==> config.mk <==
export PLATFORM = sky130hd
export DESIGN_NAME = gpio_port
export DESIGN_NICKNAME = d
export VERILOG_FILES = /design/src/rtl/gpio_pkg.sv /design/src/rtl/gpio_rst_sync.sv /design/src/rtl/gpio_sync.sv /design/src/rtl/gpio_trig.sv /design/src/rtl/gpio_port.sv
export SDC_FILE = /design/constraint.sdc
export NUM_CORES = 1
export LEC_CHECK = 0
export BUFFER_PORTS_ARGS = -buffer_cell sky130_fd_sc_hd__buf_2
export CORE_ASPECT_RATIO = 1.1
export CORE_MARGIN = 8
export CORE_UTILIZATION = 54
export DETAILED_ROUTE_END_ITERATION = 10
export PLACE_DENSITY = 0.85
export SLEW_MARGIN = 20
export SYNTH_ARGS = -nofsm -noshare
export SYNTH_HDL_FRONTEND = slang
export SYNTH_SLANG_ARGS = --single-unit
==> constraint.sdc <==
create_clock -name clk -period 16.9 [get_ports clk]
set_input_delay 3.38 -clock clk [delete_from_list [all_inputs] [get_ports clk]]
set_output_delay 3.38 -clock clk [all_outputs]
set_load 0.01 [all_outputs]
==> src/rtl/gpio_pkg.sv <==
package gpio_pkg;
  localparam int unsigned ADDR_W = 5;

  typedef enum logic [1:0] {
    TRIG_LOW  = 2'b00,
    TRIG_HIGH = 2'b01,
    TRIG_RISE = 2'b10,
    TRIG_FALL = 2'b11
  } trig_e;

  typedef enum logic [ADDR_W-1:0] {
    OFS_DATA   = 5'h00,
    OFS_DIR    = 5'h04,
    OFS_PAD    = 5'h08,
    OFS_CFG_LO = 5'h0C,
    OFS_CFG_HI = 5'h10,
    OFS_MASK   = 5'h14,
    OFS_STAT   = 5'h18
  } ofs_e;
endpackage

==> src/rtl/gpio_rst_sync.sv <==
module gpio_rst_sync (
  input  logic clk,
  input  logic arst_n,
  output logic rst_sync_n
);
  logic [1:0] stage_q;

  always_ff @(posedge clk or negedge arst_n) begin
    if (!arst_n) stage_q <= 2'b00;
    else         stage_q <= {stage_q[0], 1'b1};
  end

  assign rst_sync_n = stage_q[1];
endmodule

==> src/rtl/gpio_sync.sv <==
module gpio_sync #(
  parameter int unsigned W = 32
) (
  input  logic         clk,
  input  logic         rst_n,
  input  logic [W-1:0] d,
  output logic [W-1:0] q
);
  logic [W-1:0] meta_q, sync_q;

  always_ff @(posedge clk or negedge rst_n) begin
    if (!rst_n) begin
      meta_q <= '0;
      sync_q <= '0;
    end else begin
      meta_q <= d;
      sync_q <= meta_q;
    end
  end

  assign q = sync_q;
endmodule

==> src/rtl/gpio_trig.sv <==
module gpio_trig
  import gpio_pkg::*;
#(
  parameter int unsigned NPINS = 32
) (
  input  logic               clk,
  input  logic               rst_n,
  input  logic [NPINS-1:0]   sync_in,
  input  logic [2*NPINS-1:0] cfg,
  input  logic [NPINS-1:0]   clr,
  output logic [NPINS-1:0]   status,
  output logic [NPINS-1:0]   set_v
);
  logic [NPINS-1:0] prev_q;
  logic [NPINS-1:0] status_q, status_d;

  for (genvar i = 0; i < NPINS; i++) begin : g_pin
    trig_e kind;
    logic  lvl, was;
    assign kind = trig_e'(cfg[2*i +: 2]);
    assign lvl  = sync_in[i];
    assign was  = prev_q[i];
    assign set_v[i] = (kind == TRIG_LOW)  ? ~lvl :
                      (kind == TRIG_HIGH) ?  lvl :
                      (kind == TRIG_RISE) ? (lvl & ~was) :
                                            (~lvl & was);
  end

  // A hardware event takes priority over a software clear of the same bit.
  always_comb begin
    status_d = (status_q & ~clr) | set_v;
  end

  always_ff @(posedge clk or negedge rst_n) begin
    if (!rst_n) begin
      prev_q   <= '0;
      status_q <= '0;
    end else begin
      prev_q   <= sync_in;
      status_q <= status_d;
    end
  end

  assign status = status_q;
endmodule

==> src/rtl/gpio_port.sv <==
module gpio_port
  import gpio_pkg::*;
#(
  parameter int unsigned NPINS = 32
) (
  input  logic              clk,
  input  logic              rst_n,
  input  logic              bus_valid,
  input  logic              bus_write,
  input  logic [ADDR_W-1:0] bus_addr,
  input  logic [NPINS-1:0]  bus_wdata,
  output logic [NPINS-1:0]  bus_rdata,
  input  logic [NPINS-1:0]  pad_in,
  output logic [NPINS-1:0]  pad_out,
  output logic [NPINS-1:0]  pad_oe,
  output logic              irq_out
);
  localparam int unsigned CFG_W = 2 * NPINS;

  logic             rst_int_n;
  logic [NPINS-1:0] pin_sync;
  logic [NPINS-1:0] data_q, data_d;
  logic [NPINS-1:0] dir_q, dir_d;
  logic [NPINS-1:0] mask_q, mask_d;
  logic [NPINS-1:0] cfg_lo_q, cfg_lo_d;
  logic [NPINS-1:0] cfg_hi_q, cfg_hi_d;
  logic [NPINS-1:0] rdata_q, rdata_d;
  logic [NPINS-1:0] status_q, set_v, clr_v;
  logic [CFG_W-1:0] cfg_all;
  logic             irq_q, irq_d;
  logic             wr_en, rd_en;
  ofs_e             ofs;

  gpio_rst_sync u_rst (
    .clk        (clk),
    .arst_n     (rst_n),
    .rst_sync_n (rst_int_n)
  );

  gpio_sync #(.W(NPINS)) u_sync (
    .clk   (clk),
    .rst_n (rst_int_n),
    .d     (pad_in),
    .q     (pin_sync)
  );

  assign cfg_all = {cfg_hi_q, cfg_lo_q};

  gpio_trig #(.NPINS(NPINS)) u_trig (
    .clk     (clk),
    .rst_n   (rst_int_n),
    .sync_in (pin_sync),
    .cfg     (cfg_all),
    .clr     (clr_v),
    .status  (status_q),
    .set_v   (set_v)
  );

  assign wr_en = bus_valid & bus_write;
  assign rd_en = bus_valid & ~bus_write;
  assign ofs   = ofs_e'(bus_addr);
  assign clr_v = (wr_en && ofs == OFS_STAT) ? bus_wdata : '0;

  always_comb begin
    data_d   = data_q;
    dir_d    = dir_q;
    mask_d   = mask_q;
    cfg_lo_d = cfg_lo_q;
    cfg_hi_d = cfg_hi_q;
    if (wr_en) begin
      case (ofs)
        OFS_DATA:   data_d   = bus_wdata;
        OFS_DIR:    dir_d    = bus_wdata;
        OFS_MASK:   mask_d   = bus_wdata;
        OFS_CFG_LO: cfg_lo_d = bus_wdata;
        OFS_CFG_HI: cfg_hi_d = bus_wdata;
        default:    ;
      endcase
    end
  end

  always_comb begin
    rdata_d = rdata_q;
    if (rd_en) begin
      case (ofs)
        OFS_DATA:   rdata_d = data_q;
        OFS_DIR:    rdata_d = dir_q;
        OFS_PAD:    rdata_d = pin_sync;
        OFS_CFG_LO: rdata_d = cfg_lo_q;
        OFS_CFG_HI: rdata_d = cfg_hi_q;
        OFS_MASK:   rdata_d = mask_q;
        OFS_STAT:   rdata_d = status_q;
        default:    rdata_d = '0;
      endcase
    end
  end

  always_comb begin
    irq_d = |(status_q & mask_q);
  end

  always_ff @(posedge clk or negedge rst_int_n) begin
    if (!rst_int_n) begin
      data_q   <= '0;
      dir_q    <= '0;
      mask_q   <= '0;
      cfg_lo_q <= '0;
      cfg_hi_q <= '0;
      rdata_q  <= '0;
      irq_q    <= 1'b0;
    end else begin
      data_q   <= data_d;
      dir_q    <= dir_d;
      mask_q   <= mask_d;
      cfg_lo_q <= cfg_lo_d;
      cfg_hi_q <= cfg_hi_d;
      rdata_q  <= rdata_d;
      irq_q    <= irq_d;
    end
  end

  assign bus_rdata = rdata_q;
  assign pad_out   = data_q;
  assign pad_oe    = dir_q;
  assign irq_out   = irq_q;
endmodule

==> run metrics, run 1 <==
outcome completed; count of buffers added by post-CTS timing repair for setup 0; insertion delay to the later sink of the worst-skew pair 0.56 ns; most frequent cells in the layout sky130_fd_sc_hd__dfrtp_1, sky130_fd_sc_hd__buf_2, sky130_fd_sc_hd__mux2_2, sky130_fd_sc_hd__nand2_1, sky130_fd_sc_hd__nor2_1; cell types occupying the most area after synthesis sky130_fd_sc_hd__dfrtp_1, sky130_fd_sc_hd__mux2_2, sky130_fd_sc_hd__mux2i_1; setup slack after placement 10.87 ns; CTS Root Cell sky130_fd_sc_hd__clkbuf_16; placeable core area 0.0252 mm²; die height 184 µm; hold violation total from the final report 0; H-Tree Level Count 1; xor-xnor portion of the synthesized cell area 0.952%; first-pass GRT wire length 60100 µm; sort of element at the end of the critical path flop; vias in the first global route 10700; arithmetic-cell share of the synthesized area counting full adders, half adders and majority gates 0%; worst clock skew on the final layout 0.0106 ns; boundary pin count 170; leading area contributor after synthesis sky130_fd_sc_hd__dfrtp_1; share of total power in sequential cells 47.9%; clk buf depth 3; vias post-DR 9904; cell area after synthesis 0.0138 mm²; share of synthesized area spent on multiplexers 19.1%; accumulated negative setup slack 0 ns; Slew Limit Fails 0; PostCTS Resize Cnt 0; number of antenna violations at the first check in global routing 1; data required time at the worst endpoint 17.34 ns; final setup violating endpoints 0; CTS Buf Count 31; Cell Rows 61; Crit path arrival time 6.01 ns; cell internal pwr 1430 µW; full die area 0.0309 mm²; maximum number of pins on one net before global-route repair 80; post-synthesis async set-or-reset flop share 100%; detailed-routing iteration count for the pre-antenna-repair pass 5; global route total overflow 0; post-detailed-routing wire length 38100 µm; primary flip-flop cell chosen by synthesis mapping sky130_fd_sc_hd__dfrtp_1; # port buffers 169; Die X-Extent 168 µm; most frequent standard cell in the layout excluding fill and tap cells sky130_fd_sc_hd__dfrtp_1; post-detailed-route wirelength per cell 24.5 µm; cell count after synthesis 1051; worst setup slack for register-to-register paths 14.26 ns; number of distinct standard cells referenced by the synthesized netlist 42; endpoint of the most critical setup path mask_q[23]; number of flops mapped to enable cells by yosys 0; switching power share of the total 25.1%; kind of launch point of the worst setup path input port; worst hold path type reg2async; maximum vdd drop 0.0922 mV; clock group share of total power 40.7%; antenna-violating nets left 0; overall fraction of global-route tracks in use 24.7%; WS Path Type in2reg; half-perimeter wire length after detailed placement 25700 µm; total nets after synthesis 1124; vias per cell 6.37; simple-gate share of the synthesized area 7.90%; synthesis-to-finish area growth 16.5%; crit-path max FO 42; starting DRC count in detailed routing 898; register bit total from synthesis 323; GP Congestion 0.861; minimum clock period after layout 5.57 ns; fin worst setup slack 11.33 ns; synthesized-area fraction occupied by ao, oa, aoi and oai cells 10.8%; worst slew pin tran 1.23 ns; Switching Power 479 µW; portion of total power attributed to combinational logic 11.3%; Mapped Avg Cell Area 13.1 µm²; number of nets in the layout 1289; f_max 0.179 GHz; area share of the largest cell type after synthesis 58.5%; share of cells above drive strength 1 34.4%; CTS tree built; total clock sinks 323; quantity of hold-fixing buffers added after cts 0; max-capacitance violation count 0; combinational family with the most area after synthesis multiplexers; final design instance area without fill 0.0161 mm²; CP Launch Point bus_addr[3]; cell area after placement 0.0149 mm²; Crit Reg-Reg Endpoint pad_out[5]; critical register-to-register path startpoint u_rst.stage_q[1]; DRC 0; slew margin rel. 17.6%; sequential share of the synthesized area 58.5%; Power Dens Cells 118 mW/mm²; Yosys Warn Count 0; R2R depth 2; post-route clock period utilization 33.0%; initial core utilization 54.8%; setup repair after global routing missed its margin false; standby leakage power 0.00750 µW; clock-pin transition on the worst setup and hold timing paths 0.06 ns
## synth_stat cells, drive strengths merged (3+ instances only)
master and count:
clkbuf 20, xor2 15, dfrtp 323, nand2 70, a221o 45, nand3 17
o21ai 61, mux2 160, inv 17, a22oi 34, mux4 16, a221oi 16
and2 14, nand4 4, nand3b 16, nor2 66, o31a 16, nor2b 5
a22o 17, nand2b 16, buf 35, nor3 3, mux2i 48
## logic make-up (layout without fill, tap and decap cells)
kind of cell,Yosys count,after routing
AO/OA/AOI/OAI,195,195
multiplexers,224,224
AND/OR/NAND/NOR,221,221
flip-flops,323,323
buffers and inverters,72,261
XOR/XNOR,15,15
other,1,2
## power by group through the flow
stage	logic [µW]	clock network, µW	registers, µW
2_1_floorplan	120	0	921
4_1_cts	217	781	912
3_3_place_gp	202	0	921
5_1_grt	235	814	923
6_report	216	776	914
3_5_place_dp	214	0	925
## cell type report
type,count,area (µm²)
Antenna cell,1,2.50
Timing Repair Buffer,187,1000
Fill cell,1816,9100
Multi-Input combinational cell,656,5380
Sequential cell,323,8090
Clock buffer,43,911
Inverter,17,63.8
Tap cell,315,394
Clock inverter,14,251
## worst max-delay path, stage by stage
cell and delay, ns:
sky130_fd_sc_hd__buf_2 0.43, sky130_fd_sc_hd__and3b_1 0.91, sky130_fd_sc_hd__nand2_2 0.73, sky130_fd_sc_hd__mux2_2 0.52
## routing by layer
layer | GRT usage, % | vias to the layer above | part of all wire (%)
met3 | 4.17 | 165 | 7.6
li1 | - | 4198 | -
met2 | 40.7 | 551 | 48
met5 | 0 | - | 0
met1 | 30.8 | 4990 | 39
met4 | 13.9 | 0 | 5.6
## state kept, by name, summed over array words and instances (netlist names)
signal and cells:
bus_rdata 32, cfg_hi_q 32, cfg_lo_q 32, mask_q 32
pad_oe 32, pad_out 32, u_sync.meta_q 32, u_sync.q 32
u_trig.prev_q 32, u_trig.status 32, u_rst.stage_q 2, irq_out 1
## through the flow
stage / util, % / cells / power, µW / hold slack (ns)
6_report: 63.9 / 1556 / 1910 / 0.330
5_1_grt: 63.9 / 1556 / 1970 / 0.344
3_5_place_dp: 59.3 / 1498 / 1140 / 0.335
2_1_floorplan: - / 1051 / 1040 / 0.331
3_3_place_gp: 59.1 / 1497 / 1120 / 0.332
4_1_cts: 63.9 / 1555 / 1910 / 0.345
## worst min-delay path by stage
stage / startpoint / to / slack, ns
floorplan: u_rst.stage_q[0] / u_rst.stage_q[1] / 0.33
global placement: u_sync.meta_q[15] / u_sync.q[15] / 0.33
detailed placement: u_sync.meta_q[12] / u_sync.q[12] / 0.33
CTS: u_sync.meta_q[29] / u_sync.q[29] / 0.34
global route: u_sync.meta_q[29] / u_sync.q[29] / 0.34
finish: u_rst.stage_q[1] / pad_oe[13] / 0.33
No activity file was read; power rests on OpenSTA's default activity.
==> inputs of run 2 (changes only) <==
--- a/config.mk
+++ b/config.mk
@@ -5,6 +5,7 @@
 export SDC_FILE = /design/constraint.sdc
 export NUM_CORES = 1
 export LEC_CHECK = 0
+export ABC_AREA = 1
 export BUFFER_PORTS_ARGS = -buffer_cell sky130_fd_sc_hd__buf_2
 export CORE_ASPECT_RATIO = 1.1
 export CORE_MARGIN = 8
==> constraint.sdc (replaced) <==
create_clock -name clk -period 5.2 [get_ports clk]
set_input_delay 1.04 -clock clk [delete_from_list [all_inputs] [get_ports clk]]
set_output_delay 1.04 -clock clk [all_outputs]
set_load 0.01 [all_outputs]
==> run 2 against run 1 <==
Non-clock buffer count unchanged. Total power grew to 3.2 times the previous value. Core utilization fell by 1.0 points. Sequential cell count stayed put. Routed wire length is 6.5% higher. Combinational power grew to 3.6 times the previous value. First-iteration DRC count grew 110%. Sequential share of layout area decreased by 0.75 points. Setup slack lost 9.0 ns.
==> run metrics, run 2 <==
post-route clock period utilization 55.0%; detailed-routing iteration count for the pre-antenna-repair pass 6; post-detailed-route wirelength per cell 19.3 µm; cell area after synthesis 0.0142 mm²; sequential share of the synthesized area 56.8%; Power Dens Cells 378 mW/mm²; number of distinct standard cells referenced by the synthesized netlist 21; standby leakage power 0.00809 µW; filler-free cell count of the finished design 2104; worst slew pin tran 1.15 ns; clk buf depth 3; first-pass GRT wire length 64600 µm; antenna-violating nets left 0; boundary pin count 170; most frequent standard cell in the layout excluding fill and tap cells sky130_fd_sc_hd__nand2_1; CTS tree built; sort of element at the end of the critical path flop; global route total overflow 0; CP most frequent cell sky130_fd_sc_hd__nand2_1; Slew Limit Fails 0; cell-by-cell trace of the critical path buf_2 > nand2_1 > inv_2 > nand4_2 > buf_4 > nand2_1 > o21ai_1; f_max 0.349 GHz; register bit total from synthesis 323; slew margin rel. 23.0%; peak per-stage delay on the critical path 0.64 ns; quantity of hold-fixing buffers added after cts 0; crit path max-delay cell type sky130_fd_sc_hd__nand4_2; maximum vdd drop 0.259 mV; number of flops mapped to enable cells by yosys 0; vias in the first global route 12200; WS Path Type in2reg; placeable core area 0.0260 mm²; leading area contributor after synthesis sky130_fd_sc_hd__dfrtp_1; GP Congestion 0.881; kind of launch point of the worst setup path input port; full die area 0.0318 mm²; worst hold path type in2async; accumulated negative setup slack 0 ns; share of synthesized area spent on multiplexers 0%; top cells by instance count after synthesis sky130_fd_sc_hd__nand2_1, sky130_fd_sc_hd__dfrtp_1, sky130_fd_sc_hd__nand4_1; final setup violating endpoints 0; synthesized-area fraction occupied by ao, oa, aoi and oai cells 10.5%; Crit path arrival time 3.25 ns; die height 186 µm; post-synthesis async set-or-reset flop share 100%; Cell Rows 62; number of antenna violations at the first check in global routing 0; total nets after synthesis 1682; hold violation total from the final report 0; number of nets in the layout 1801; CTS Buf Count 34; Ant. Diodes 0; outcome completed; total instance count after detailed placement 2044; cell count after synthesis 1609; Mapped Avg Cell Area 8.84 µm²; data required time at the worst endpoint 5.59 ns; half-perimeter wire length after detailed placement 25300 µm; synthesis-to-finish area growth 14.9%; CTS Root Cell sky130_fd_sc_hd__clkbuf_16; most frequent cells in the layout sky130_fd_sc_hd__nand2_1, sky130_fd_sc_hd__dfrtp_1, sky130_fd_sc_hd__nand4_1, sky130_fd_sc_hd__o21ai_1, sky130_fd_sc_hd__buf_2; cell types occupying the most area after synthesis sky130_fd_sc_hd__dfrtp_1, sky130_fd_sc_hd__nand2_1, sky130_fd_sc_hd__nand4_1; initial core utilization 54.7%; vias post-DR 12500; total clock sinks 323; primary flip-flop cell chosen by synthesis mapping sky130_fd_sc_hd__dfrtp_1; Die X-Extent 171 µm; insertion delay to the later sink of the worst-skew pair 0.52 ns; DRC 0; H-Tree Level Count 2; PostCTS Resize Cnt 0; clock-pin transition on the worst setup and hold timing paths 0.06 ns; max-capacitance violation count 0; maximum number of pins on one net before global-route repair 172; Yosys Warn Count 0; # port buffers 169; arithmetic-cell share of the synthesized area counting full adders, half adders and majority gates 0%; vias per cell 5.95; minimum clock period after layout 2.86 ns; simple-gate share of the synthesized area 23.6%; critical path buffer and inverter count 3; overall fraction of global-route tracks in use 25.5%; worst clock skew on the final layout 0.0191 ns; worst setup slack for register-to-register paths 3.44 ns; count of buffers added by post-CTS timing repair for setup 0; combinational family with the most area after synthesis simple AND/OR/NAND/NOR gates; setup repair after global routing missed its margin false; xor-xnor portion of the synthesized cell area 1.97%; share of cells above drive strength 1 14.4%; area share of the largest cell type after synthesis 56.8%; most common cell in the synthesized netlist sky130_fd_sc_hd__nand2_1; crit-path max FO 44; Crit path max-delay family buffers and inverters; starting DRC count in detailed routing 1864; post-detailed-routing wire length 40600 µm
run 2: cell types whose count changed after synthesis, sizes merged, moves of 20 or more:
cell / before / now
nand2: 70 / 436
nand4: 4 / 199
mux2: 160 / 0
o21ai: 61 / 192
inv: 17 / 135
mux2i: 48 / 0
a221o: 45 / 0
nor2: 66 / 110
o22ai: 0 / 32
xnor2: 0 / 32
clkbuf: 20 / 49
buf: 35 / 55
run 2: cell type report:
type,instances,area (µm²)
fillers,2108,9650
clock buffers,52,988
flip-flops and latches,323,8090
well taps,352,440
clock inverters,8,138
multi-input cells,1046,5160
inverters,136,514
repair buffers,187,1010
run 2: final timing paths:
kind | to | cells past startpoint | startpoint
max | cfg_lo_q[13] | 7 | bus_addr[3]
min | u_rst.stage_q[1] | 1 | rst_n
max reg2reg | pad_out[28] | 1 | u_rst.stage_q[1]
min reg2reg | u_sync.q[25] | 0 | u_sync.meta_q[25]
max in group asynchronous | pad_out[28] | 1 | u_rst.stage_q[1]
min in group clk | u_sync.q[25] | 0 | u_sync.meta_q[25]
run 2: power breakdown:
part / internal (µW) / switching (µW) / total [µW]
combinational: 289 / 489 / 778
sequential: 2730 / 202 / 2930
clock: 1470 / 991 / 2460
run 2: kinds of logic after synthesis:
| group | Yosys count |
|---|---|
| buffers and inverters | 240 |
| AO/OA/AOI/OAI | 267 |
| AND/OR/NAND/NOR | 746 |
| other | 1 |
| XOR/XNOR | 32 |
| flip-flops | 323 |
run 2: metal layers:
layer,track usage [%],vias up,wire [µm]
li1,-,5669,-
met1,34.2,5991,16000
met2,40.4,744,19100
met3,5.00,116,4110
met4,10.5,0,1420
met5,0,-,0
run 2: per-stage QoR:
stage | setup WS [ns] | area, µm² | total power (µW) | hold slack, ns | utilization, %
floorplan | 2.00 | 14200 | 3420 | 0.331 | -
global placement | 2.06 | 15200 | 3700 | 0.333 | 58.5
detailed placement | 1.94 | 15200 | 3730 | 0.335 | 58.5
CTS | 2.42 | 16300 | 6190 | 0.276 | 62.9
global route | 2.19 | 16300 | 6410 | 0.278 | 62.9
finish | 2.34 | 16300 | 6170 | 0.286 | 62.9
==> inputs of run 3 (changes only) <==
--- a/config.mk
+++ b/config.mk
@@ -9,9 +9,9 @@
 export BUFFER_PORTS_ARGS = -buffer_cell sky130_fd_sc_hd__buf_2
 export CORE_ASPECT_RATIO = 1.1
 export CORE_MARGIN = 8
-export CORE_UTILIZATION = 54
+export CORE_UTILIZATION = 53
 export DETAILED_ROUTE_END_ITERATION = 10
-export PLACE_DENSITY = 0.85
+export PLACE_DENSITY = 0.87
 export SLEW_MARGIN = 20
 export SYNTH_ARGS = -nofsm -noshare
 export SYNTH_HDL_FRONTEND = slang
==> constraint.sdc (replaced) <==
create_clock -name clk -period 2.6 [get_ports clk]
set_input_delay 0.52 -clock clk [delete_from_list [all_inputs] [get_ports clk]]
set_output_delay 0.52 -clock clk [all_outputs]
set_load 0.01 [all_outputs]
==> run 3 against run 2 <==
Via count fell by 0.39%. Sequential power up 100%. Worst hold slack worse by 0.22 ns. Routed wire length is 0.60% lower. Non-clock buffer count rose by 14. Clock skew shrank 0.0057 ns. Critical endpoint is now pad_oe[31].
==> run metrics, run 3 (synthesis results as in run 2) <==
worst hold path type in2reg; sort of element at the end of the critical path primary output; peak per-stage delay on the critical path 0.43 ns; # port buffers 169; Die X-Extent 172 µm; H-Tree Level Count 1; CTS Root Cell sky130_fd_sc_hd__clkbuf_16; setup repair after global routing missed its margin false; CP Launch Point pad_oe[31]; clock group share of total power 37.7%; detailed-routing iteration count for the pre-antenna-repair pass 6; CTS Buf Count 31; first-pass GRT wire length 65500 µm; share of cells above drive strength 1 15.3%; share of total power in sequential cells 49.1%; full die area 0.0323 mm²; worst clock skew on the final layout 0.0133 ns; most frequent standard cell in the layout excluding fill and tap cells sky130_fd_sc_hd__nand2_1; minimum clock period after layout 1.67 ns; outcome completed; synthesis-to-finish area growth 15.4%; critical register-to-register path startpoint mask_q[15]; overall fraction of global-route tracks in use 25.1%; cell-by-cell trace of the critical path buf_2; final setup violating endpoints 0; Hold Path Cell Cnt 1; post-detailed-route wirelength per cell 19.1 µm; global-route met1 utilization 34.3%; end-of-flow core utilization 61.6%; number of antenna violations at the first check in global routing 0; grt peak-use layer met2; initial core utilization 53.4%; slew margin rel. 51.5%; Crit path max-delay family flip-flops; global route total overflow 0; cell count along the critical path 1; critical path buffer and inverter count 1; min-delay src pad_in[18]; count of buffers added by post-CTS timing repair for setup 0; Slew Limit Fails 0; placeable core area 0.0266 mm²; CTS tree built; data required time at the worst endpoint 2.08 ns; kind of launch point of the worst setup path flop; total clock sinks 323; DRC 0; Crit Reg-Reg Endpoint irq_out; vias in the first global route 12500; destination of the worst hold path u_sync.meta_q[18]; Switching Power 3270 µW; accumulated negative setup slack 0 ns; maximum number of pins on one net before global-route repair 85; Power Dens Cells 728 mW/mm²; half-perimeter wire length after detailed placement 26200 µm; cell internal pwr 8680 µW; Crit path arrival time 1.15 ns; maximum vdd drop 0.439 mV; worst slew pin tran 0.727 ns; worst setup slack for register-to-register paths 1.27 ns; max-capacitance violation count 0; WS Path Type reg2out; insertion delay to the later sink of the worst-skew pair 0.56 ns; antenna-violating nets left 0; hold violation total from the final report 0; GRT met3 Usage 5.38%; vias per cell 5.89; number of nets in the layout 1812; PostCTS Resize Cnt 0; f_max 0.599 GHz; clk buf depth 3; clock-pin transition on the worst setup and hold timing paths 0.06 ns; portion of total power attributed to combinational logic 13.2%; GP Congestion 0.876; post-detailed-routing wire length 40400 µm; boundary pin count 170; standby leakage power 0.00813 µW; R2R depth 5; starting DRC count in detailed routing 1463; switching power share of the total 27.4%; crit-path max FO 3; die height 188 µm; Ant. Diodes 0; most frequent cells in the layout sky130_fd_sc_hd__nand2_1, sky130_fd_sc_hd__dfrtp_1, sky130_fd_sc_hd__nand4_1, sky130_fd_sc_hd__o21ai_1, sky130_fd_sc_hd__buf_2; Cell Rows 63; post-route clock period utilization 64.2%; GR Layer Usage met2 38.2%; vias post-DR 12500; crit path max-delay cell type sky130_fd_sc_hd__dfrtp_1
run 3: cell types whose count changed in the layout (fill, tap and decap cells not counted), moves of 2 or more:
cell and change:
sky130_fd_sc_hd__clkinv_2 +10, sky130_fd_sc_hd__buf_4 +7, sky130_fd_sc_hd__clkbuf_1 -7, sky130_fd_sc_hd__buf_12 +6, sky130_fd_sc_hd__clkbuf_16 -3, sky130_fd_sc_hd__inv_6 -3
sky130_fd_sc_hd__clkbuf_8 -2, sky130_fd_sc_hd__clkinvlp_4 +2
run 3: timing repair:
item                                    CTS  global route
endpoints found under the setup margin    0             0
hold endpoints to repair                  2             0
hold buffers                              1             0
run 3: power groups by stage:
stage | Combinational, µW | Sequential, µW | Clock, µW
floorplan | 894 | 5960 | 0
global placement | 1500 | 5920 | 0
detailed placement | 1550 | 5940 | 0
CTS | 1570 | 5860 | 4550
global route | 1750 | 5920 | 4780
finish | 1570 | 5870 | 4510
run 3: worst reg2reg max path, cell delays in order, from the launching register on:
cell                      delay (ns)
sky130_fd_sc_hd__dfrtp_1        0.40
sky130_fd_sc_hd__a22o_1         0.24
sky130_fd_sc_hd__nor2_1         0.20
sky130_fd_sc_hd__nand2_1        0.12
sky130_fd_sc_hd__nor2_1         0.13
sky130_fd_sc_hd__nand2_1        0.12
run 3: cell type report:
cell class	instances	area [µm²]
fillers	2198	10200
clock inverters	16	160
well taps	357	447
clock buffers	40	860
repair buffers	201	1190
multi-input cells	1046	5150
inverters	136	514
flip-flops and latches	323	8090
run 3: how the worst max path moves through the flow:
stage / endpoint / slack, ns
floorplan: bus_rdata[0] / -0.60
global placement: pad_oe[16] / 0.61
detailed placement: pad_oe[13] / 0.54
CTS: pad_oe[31] / 0.92
global route: pad_oe[31] / 0.90
finish: pad_oe[31] / 0.93
run 3: routing by layer:
metal	vias to the layer above	part of all wire, %
met5	-	0
met2	737	46
met4	0	4.0
met3	142	9.9
met1	5923	40
li1	5669	-
run 3: stage by stage:
stage                     std cells  setup WS, ns  total power [µW]  instance area [µm²]  hold WS (ns)
after floorplan                1609        -0.603              6850                14200         0.224
after global placement         2062         0.612              7410                15400         0.305
after detailed placement       2062         0.540              7490                15400         0.311
after CTS                      2119         0.924             12000                16400        0.0500
after global routing           2119         0.899             12400                16400        0.0517
final                          2119         0.932             12000                16400        0.0687
